===== src/rtl/dcs_pkg.sv =====
// Package dcs_pkg: the stage command encoding and the preset-level rule
// that are shared by the sequencer, its checker and its sub-blocks.
package dcs_pkg;

    typedef logic [1:0] stage_cmd_t;

    localparam stage_cmd_t CMD_FLOAT = 2'b00;
    localparam stage_cmd_t CMD_LOW   = 2'b10;
    localparam stage_cmd_t CMD_HIGH  = 2'b11;

    // Reset-phase command of node idx. A node an even number of stages
    // ahead of the last node is high, which leaves the chain output low.
    function automatic stage_cmd_t preset_cmd(input int idx, input int last);
        return (((last - idx) % 2) == 0) ? CMD_HIGH : CMD_LOW;
    endfunction

    // The command that flips a node away from its preset level.
    function automatic stage_cmd_t flip_cmd(input stage_cmd_t p);
        return {1'b1, ~p[0]};
    endfunction

endpackage


===== src/rtl/dcs_code_sampler.sv =====
// dcs_code_sampler: clamps the incoming delay code into 1..NUM_STAGES and
// registers the alignment choice, a run flag and the sticky error flag.
// Assumes that the code is only meaningful at rising clock edges.
module dcs_code_sampler #(
    parameter int NUM_STAGES = 25,
    localparam int CODE_W = $clog2(NUM_STAGES + 1)
) (
    input  logic              clk,
    input  logic              rst_n,
    input  logic [CODE_W-1:0] code_in,
    input  logic              fall_in,
    output logic [CODE_W-1:0] code_legal,
    output logic              fall_q,
    output logic              run_q,
    output logic              err_q
);
    localparam logic [CODE_W-1:0] MAX_CODE = CODE_W'(NUM_STAGES);

    logic too_low;
    logic too_high;

    // Range test and clamp of the raw code.
    always_comb begin
        too_low    = (code_in == '0);
        too_high   = (code_in > MAX_CODE);
        code_legal = too_low  ? CODE_W'(1) :
                     too_high ? MAX_CODE   : code_in;
    end

    // Capture of the alignment, the run flag and the sticky error once per period.
    always_ff @(posedge clk) begin
        if (!rst_n) begin
            fall_q <= 1'b0;
            run_q  <= 1'b0;
            err_q  <= 1'b0;
        end else begin
            fall_q <= fall_in;
            run_q  <= 1'b1;
            err_q  <= err_q | too_low | too_high;
        end
    end

endmodule


===== src/rtl/dcs_pattern_gen.sv =====
// dcs_pattern_gen: registers the launch-phase command of every stage for
// the captured delay. Stages ahead of the launch node keep their preset,
// the launch node is flipped, and later stages are released.
// Assumes that code_legal already lies within 1..NUM_STAGES.
module dcs_pattern_gen #(
    parameter int NUM_STAGES = 25,
    localparam int CODE_W = $clog2(NUM_STAGES + 1),
    localparam int CTRL_W = 2 * NUM_STAGES
) (
    input  logic              clk,
    input  logic              rst_n,
    input  logic [CODE_W-1:0] code_legal,
    output logic [CTRL_W-1:0] launch_pat
);
    logic [CODE_W-1:0] launch_idx;

    // The index of the node that starts the edge.
    always_comb launch_idx = CODE_W'(NUM_STAGES) - code_legal;

    for (genvar k = 0; k < NUM_STAGES; k++) begin : g_stage
        localparam dcs_pkg::stage_cmd_t PRE = dcs_pkg::preset_cmd(k, NUM_STAGES - 1);

        // Per-stage launch command, reloaded at every rising edge.
        always_ff @(posedge clk) begin
            if (!rst_n) begin
                launch_pat[2*k +: 2] <= PRE;
            end else if (CODE_W'(k) < launch_idx) begin
                launch_pat[2*k +: 2] <= PRE;
            end else if (CODE_W'(k) == launch_idx) begin
                launch_pat[2*k +: 2] <= dcs_pkg::flip_cmd(PRE);
            end else begin
                launch_pat[2*k +: 2] <= dcs_pkg::CMD_FLOAT;
            end
        end
    end

endmodule


===== src/rtl/dcs_phase_gate.sv =====
// dcs_phase_gate: merges the registered launch pattern with the fixed
// preset pattern, using AND/OR gating with the true or inverted clock.
// Assumes that the launch pattern and fall_q only change at rising edges.
module dcs_phase_gate #(
    parameter int NUM_STAGES = 25,
    localparam int CTRL_W = 2 * NUM_STAGES
) (
    input  logic              clk,
    input  logic              fall_q,
    input  logic              run_q,
    input  logic [CTRL_W-1:0] launch_pat,
    output logic [CTRL_W-1:0] stage_ctrl,
    output logic              fire
);
    // The launch phase is the selected clock half, once the block is running.
    always_comb fire = (clk ^ fall_q) & run_q;

    for (genvar k = 0; k < NUM_STAGES; k++) begin : g_gate
        localparam dcs_pkg::stage_cmd_t PRE = dcs_pkg::preset_cmd(k, NUM_STAGES - 1);

        // Per-stage AND/OR selection between the launch and preset commands.
        always_comb stage_ctrl[2*k +: 2] = (launch_pat[2*k +: 2] & {2{fire}})
                                         | (PRE & {2{~fire}});
    end

endmodule


===== src/rtl/dcs_sequencer.sv =====
// dcs_sequencer: top level of the inverter delay chain sequencer. It
// samples the delay code each period, builds the per-stage launch pattern
// and gates it with the clock half that is selected for the pulse.
// Assumes a free-running clk and a synchronous active-low reset.
module dcs_sequencer #(
    parameter int NUM_STAGES = 25,
    localparam int CODE_W = $clog2(NUM_STAGES + 1),
    localparam int CTRL_W = 2 * NUM_STAGES
) (
    input  logic              clk,
    input  logic              rst_n,
    input  logic [CODE_W-1:0] delay_code,
    input  logic              align_fall,
    output logic [CTRL_W-1:0] stage_ctrl,
    output logic              launch,
    output logic              code_err
);
    logic [CODE_W-1:0] code_legal;
    logic              fall_q;
    logic              run_q;
    logic [CTRL_W-1:0] launch_pat;

    dcs_code_sampler #(.NUM_STAGES(NUM_STAGES)) u_sampler (
        .clk        (clk),
        .rst_n      (rst_n),
        .code_in    (delay_code),
        .fall_in    (align_fall),
        .code_legal (code_legal),
        .fall_q     (fall_q),
        .run_q      (run_q),
        .err_q      (code_err)
    );

    dcs_pattern_gen #(.NUM_STAGES(NUM_STAGES)) u_pattern (
        .clk        (clk),
        .rst_n      (rst_n),
        .code_legal (code_legal),
        .launch_pat (launch_pat)
    );

    dcs_phase_gate #(.NUM_STAGES(NUM_STAGES)) u_gate (
        .clk        (clk),
        .fall_q     (fall_q),
        .run_q      (run_q),
        .launch_pat (launch_pat),
        .stage_ctrl (stage_ctrl),
        .fire       (launch)
    );

endmodule


===== config.mk =====
export PLATFORM = sky130hd
export DESIGN_NAME = dcs_sequencer
export DESIGN_NICKNAME = d
export VERILOG_FILES = /design/src/rtl/dcs_pkg.sv /design/src/rtl/dcs_code_sampler.sv /design/src/rtl/dcs_pattern_gen.sv /design/src/rtl/dcs_phase_gate.sv /design/src/rtl/dcs_sequencer.sv
export SDC_FILE = /design/constraint.sdc
export NUM_CORES = 1
export LEC_CHECK = 0
export ABC_AREA = 1
export CAP_MARGIN = 20
export CORE_MARGIN = 2
export CORE_UTILIZATION = 40
export DETAILED_ROUTE_END_ITERATION = 10
export PLACE_DENSITY_LB_ADDON = 0.15
export SYNTH_ARGS = -nofsm -noshare
export SYNTH_HDL_FRONTEND = slang
export SYNTH_SLANG_ARGS = --single-unit

===== constraint.sdc =====
create_clock -name clk -period 2.21 [get_ports clk]
set_input_delay 0.442 -clock clk [delete_from_list [all_inputs] [get_ports clk]]
set_output_delay 0.442 -clock clk [all_outputs]
set_load 0.05 [all_outputs]

==> results of run 1 <==
## cells by family (layout without fill, tap and decap cells)
family	count (synthesis)	in the layout	synth area share, %
flip-flops	53	53	44.33
adder cells (fa/ha/maj)	6	6	3.136
buffers and inverters	54	217	10.09
AND/OR/NAND/NOR	171	171	38.63
AO/OA/AOI/OAI	15	15	3.816
## layout make-up
| class | instances | area (sq um) |
|---|---|---|
| fill | 449 | 1460 |
| multi-input combinational | 192 | 1306 |
| sequential | 53 | 1066 |
| clock buffer | 84 | 1054 |
| clock inverter | 57 | 426.7 |
| timing repair buffer | 33 | 280.3 |
| inverter | 43 | 163.9 |
| tap | 75 | 93.84 |
## cells in the mapped netlist, types with 3 or more instances
library cell,count,share of area (%)
clkbuf_1,6,0.94
dfxtp_1,53,44
ha_1,6,3.1
inv_1,39,6.1
inv_2,4,0.63
nand2_1,47,7.4
nand2_4,4,1.9
nand3_1,23,4.8
nand3_2,7,2.9
nand4_1,4,1.0
nor2_1,31,4.9
nor2_2,5,1.3
nor3_1,4,0.84
o21ai_0,5,1.0
o21ai_1,3,0.63
o21ai_2,3,1.1
or2_2,38,9.9
## how the worst max path moves through the flow
stage	startpoint	to	slack (ps)	cells past startpoint
after global routing	clk	stage_ctrl[7]	-720	11
after detailed placement	clk	stage_ctrl[0]	-950	5
after floorplan	clk	stage_ctrl[10]	-360	6
after global placement	clk	stage_ctrl[0]	-950	5
final	clk	stage_ctrl[7]	-690	11
after CTS	clk	stage_ctrl[13]	-710	11
## flip-flops by register name (all words and copies together) (netlist names)
name / cells
u_sampler.run_q: 1
u_pattern.launch_pat: 50
u_sampler.err_q: 1
u_sampler.fall_q: 1
## metrics by stage
stage	utilization [%]	cell area (sq um)	setup WS, ps
floorplan	-	2671	-358.9
global placement	58.28	3410	-953.0
detailed placement	58.28	3410	-953.0
CTS	73.55	4303	-707.3
global route	75.04	4390	-718.2
finish	75.04	4390	-689.4
## cells in the final DEF (no fill, tap or decap), drive strengths merged
| master | instances |
|---|---|
| nor3 | 4 |
| clkinvlp | 1 |
| o21bai | 1 |
| and3 | 1 |
| or2 | 39 |
| a21oi | 2 |
| o211ai | 1 |
| bufinv | 1 |
| nand3 | 30 |
| clkbuf | 16 |
| inv | 95 |
| nor2 | 39 |
| ha | 6 |
| nand4 | 4 |
| clkinv | 3 |
| dfxtp | 53 |
| nand2 | 54 |
| o21ai | 11 |
| clkdlybuf4s50 | 8 |
| buf | 93 |
## metal layers
| layer | part of all wire, % | vias to the layer above |
|---|---|---|
| li1 | - | 1237 |
| met3 | 7.9 | 46 |
| met1 | 35 | 1177 |
| met2 | 51 | 127 |
| met4 | 5.8 | 0 |
| met5 | 0 | - |
## worst reg2reg max path, delay by kind of cell, from the launching register on
family	cells	cell delay (ps)
AOI/OAI and AO/OA	1	60
DFF	1	320
and+or+nand+nor	1	100
## power groups by stage
stage	clock, W	combinational, W	sequential, W
2_1_floorplan	0.000894	0.000190	0.00106
3_3_place_gp	0.000922	0.000311	0.00106
3_5_place_dp	0.000922	0.000312	0.00106
4_1_cts	0.00320	0.000315	0.00104
5_1_grt	0.00348	0.000352	0.00105
6_report	0.00328	0.000319	0.00104
## repair_timing
| action | in CTS | in global routing |
|---|---|---|
| endpoints found under the setup margin | 54 | 54 |
| setup buffers | 10 | 4 |
| pin swaps | 9 | 0 |
| hold endpoints to repair | 0 | 0 |
| gates resized for setup | 355 | 10 |
| cloned | 2 | 1 |
==> impl_metrics.csv, run 1 <==
group,metric,value,unit
status,status,"complete, but fails checks",
status,violations,"setup timing",
hold_path,min-delay-start,"u_sampler.err_q",
synthesis,synth_fp_nets,313,
worst_setup_path,worstSetupPathType,"clock port to output pin",
power_and_ir_drop,p_leak,1.943,nW
route,routed_wl,7558,um
power_and_ir_drop,p_per_area,1057,nW/um^2
die,ioPinCount,60,
die,die-height,81.36,um
die,die_w,81.36,um
synthesis,syn-instance-count,299,
route,wl_per_cell,14.07,um
route,dr.pass1.iters,8,
worst_setup_path,worst_ep_arrival_time,2460,ps
sta,setup_viol_count_final,54,
global_route,grt_pass1_vias,3156,
route,final_antenna_net_count,0,
die,core,5851,sq um
worst_setup_path,r2r_cells,2,
die,floorplan.initialDensity,40.91,%
synthesis,synth_area_per_cell,8.005,sq um
route,drcViolationCount,0,
synthesis,synth-edff-count,0,
synthesis,async_flop_share,0,%
global_route,met3_usage,18.78,%
sta,hold_slack,519.7,ps
route,vias,2587,
layout,final_cells,537,
global_route,gr-usage-all-layers,25.69,%
power_and_ir_drop,swShare,40.18,%
hold_path,hp-class,"flop to flop",
layout,drive_above_1_share,54.55,%
power_and_ir_drop,p_sw,0.001865,W
clocking,cts_tree,"done",
synthesis,netlist-cell-type-count,31,
hold_path,min_to,"u_sampler.err_q",
power_and_ir_drop,power,0.004643,W
place,hpwl,4457,um
place,portBuffers,59,
hold_path,whs_path_depth,2,
worst_setup_path,r2r_slack,1630,ps
worst_setup_path,worstPathCellList,"clkbuf_16 > buf_8 > nand2_4 > nand2_4 > nor2_4 > clkbuf_16 > clkbuf_16 > buf_12 > inv_4 > or2_4 > buf_6",
sta,tns,-30950,ps
global_route,use_met1,20.76,%
worst_setup_path,r2r_end,"u_sampler.err_q",
global_route,grt-busiest-layer,"met4",
sta,setup_ws,-689.4,ps
worst_setup_path,path_buf_inv,7,
clocking,clkLatencyLatePin,410,ps
worst_setup_path,cp.required,1770,ps
place,dp.cells,448,
worst_setup_path,cp-start-kind,"clock port",
route,vias_per_cell,4.818,
layout,antenna_cells,0,
worst_setup_path,critical-path-top-delay-family,"buffers and inverters",
sta,finClkSkew,0,ps
worst_setup_path,endpoint_kind,"output pin",
synthesis,yosysWarnings,0,
synthesis,ys_seq_elements,53,
worst_setup_path,cpPeakStageDelay,220,ps
power_and_ir_drop,pwr-share-clk,70.7,%
sta,slew_headroom,67.13,%
route,drtIter0Drc,201,
synthesis,synth_area,2394,sq um
worst_setup_path,cp_slowest_cell,"or2_4",
die,die-area,6619,sq um
run,maxCapViolations,0,
power_and_ir_drop,pwr-share-comb,6.9,%
power_and_ir_drop,p_int,0.002777,W
global_route,grt_max_degree,24,
sta,rsz0062_at_grt,"yes",
global_route,grt_pass1_wl,11610,um
clocking,cts.clk_slew.worst_paths,90,ps
synthesis,synth_ff_type,"dfxtp_1",
power_and_ir_drop,seq_power_share,22.4,%
global_route,grt_overflow,0,
clocking,cts_hold_buf,0,
power_and_ir_drop,irDropWorstVdd,739.0,uV
sta,final-hold-violation-count,0,
global_route,met2_usage,32.30,%
worst_setup_path,r2r-start,"u_sampler.err_q",
sta,worstMarginPinSlew,491.6,ps
layout,fin_nets,471,
global_route,antenna_found_initial,0,
place,place.gp.congestion,0.8563,
layout,area_growth,83.43,%
worst_setup_path,cp_common_cell,"clkbuf_16",
die,rows,28,
worst_setup_path,cp_max_fo,7,
sta,drv_slew,0,
synthesis,ys_seq_area_share,44.33,%
No activity file was read; power rests on OpenSTA's default activity.
==> run 2, diff against run 1 <==
--- a/config.mk
+++ b/config.mk
@@ -7,7 +7,6 @@
 export LEC_CHECK = 0
 export ABC_AREA = 1
 export CAP_MARGIN = 20
-export CORE_MARGIN = 2
 export CORE_UTILIZATION = 40
 export DETAILED_ROUTE_END_ITERATION = 10
 export PLACE_DENSITY_LB_ADDON = 0.15
==> run 2 against run 1 <==
  * The run now fails in 5_1_grt
  * Synthesized cell count unchanged
  * Area after synthesis unchanged
==> impl_metrics.csv, run 2 <==
group,metric,value,unit
synthesis,synth_most_common_cell,"dfxtp_1",
synthesis,ys_seq_elements,53,
synthesis,syn-instance-count,299,
global_route,grt_overflow,196600,
synthesis,synth-compound-area-share,3.816,%
global_route,gr-usage-all-layers,4819,%
status,first-error,"[ERROR GRT-0232] Routing congestion too high. Check the congestion heatmap in the GUI.",
synthesis,yosysTopAreaCellShare,44.33,%
die,die-height,79.36,um
synthesis,synth_area,2394,sq um
synthesis,netlist-cell-type-count,31,
synthesis,synth_common_cells,"dfxtp_1 (53), nand2_1 (47), inv_1 (39), or2_2 (38), nor2_1 (31)",
place,post-place-ws,-953.0,ps
die,die_w,79.36,um
synthesis,ys_seq_area_share,44.33,%
synthesis,synth_area_per_cell,8.005,sq um
synthesis,synth_area_leaders,"dfxtp_1 (44%), or2_2 (9.9%), nand2_1 (7.4%)",
synthesis,synth-edff-count,0,
synthesis,synth_top_family_by_area,"simple AND/OR/NAND/NOR gates",
synthesis,synth_area_leader_cell,"dfxtp_1",
die,ioPinCount,60,
synthesis,yosys.area_share.simple,38.63,%
synthesis,synth-xor-area-share,0,%
synthesis,muxShareOfSynthArea,0,%
clocking,cts_hold_buf,0,
place,place.gp.congestion,0.8814,
status,status,"stopped before the end",
die,floorplan.initialDensity,42.43,%
synthesis,synth_ff_type,"dfxtp_1",
synthesis,yosysWarnings,0,
status,lastStage,"5_1_grt",
synthesis,synth_fp_nets,313,
synthesis,async_flop_share,0,%
synthesis,synthAdderAreaFrac,3.136,%
place,hpwl,4438,um
place,portBuffers,59,
global_route,grt_max_degree,18,
die,rows,27,
run 2: what timing repair did:
| action | in CTS |
|---|---|
| setup buffers | 6 |
| gates cloned | 4 |
| gates resized for setup | 379 |
| endpoints found under the setup margin | 54 |
| pin swaps | 10 |
run 2: per-layer routing:
| layer | global-route usage, % | GRT overflow |
|---|---|---|
| met1 | 21.37 | 0 |
| met2 | 34.40 | 0 |
| met3 | 22620 | 196600 |
| met4 | 40.00 | 0 |
| met5 | 4.545 | 0 |
run 2: cells by family after synthesis:
group | Yosys count
flops | 53
buf+inv | 54
simple gates | 171
compound gates | 15
fa+ha+maj | 6
run 2: through the flow:
stage,hold WS [ps],cell area [sq um],instances
4_1_cts,527.1,4347,529
3_5_place_dp,499.6,3416,448
3_3_place_gp,502.8,3416,448
2_1_floorplan,469.7,2671,299
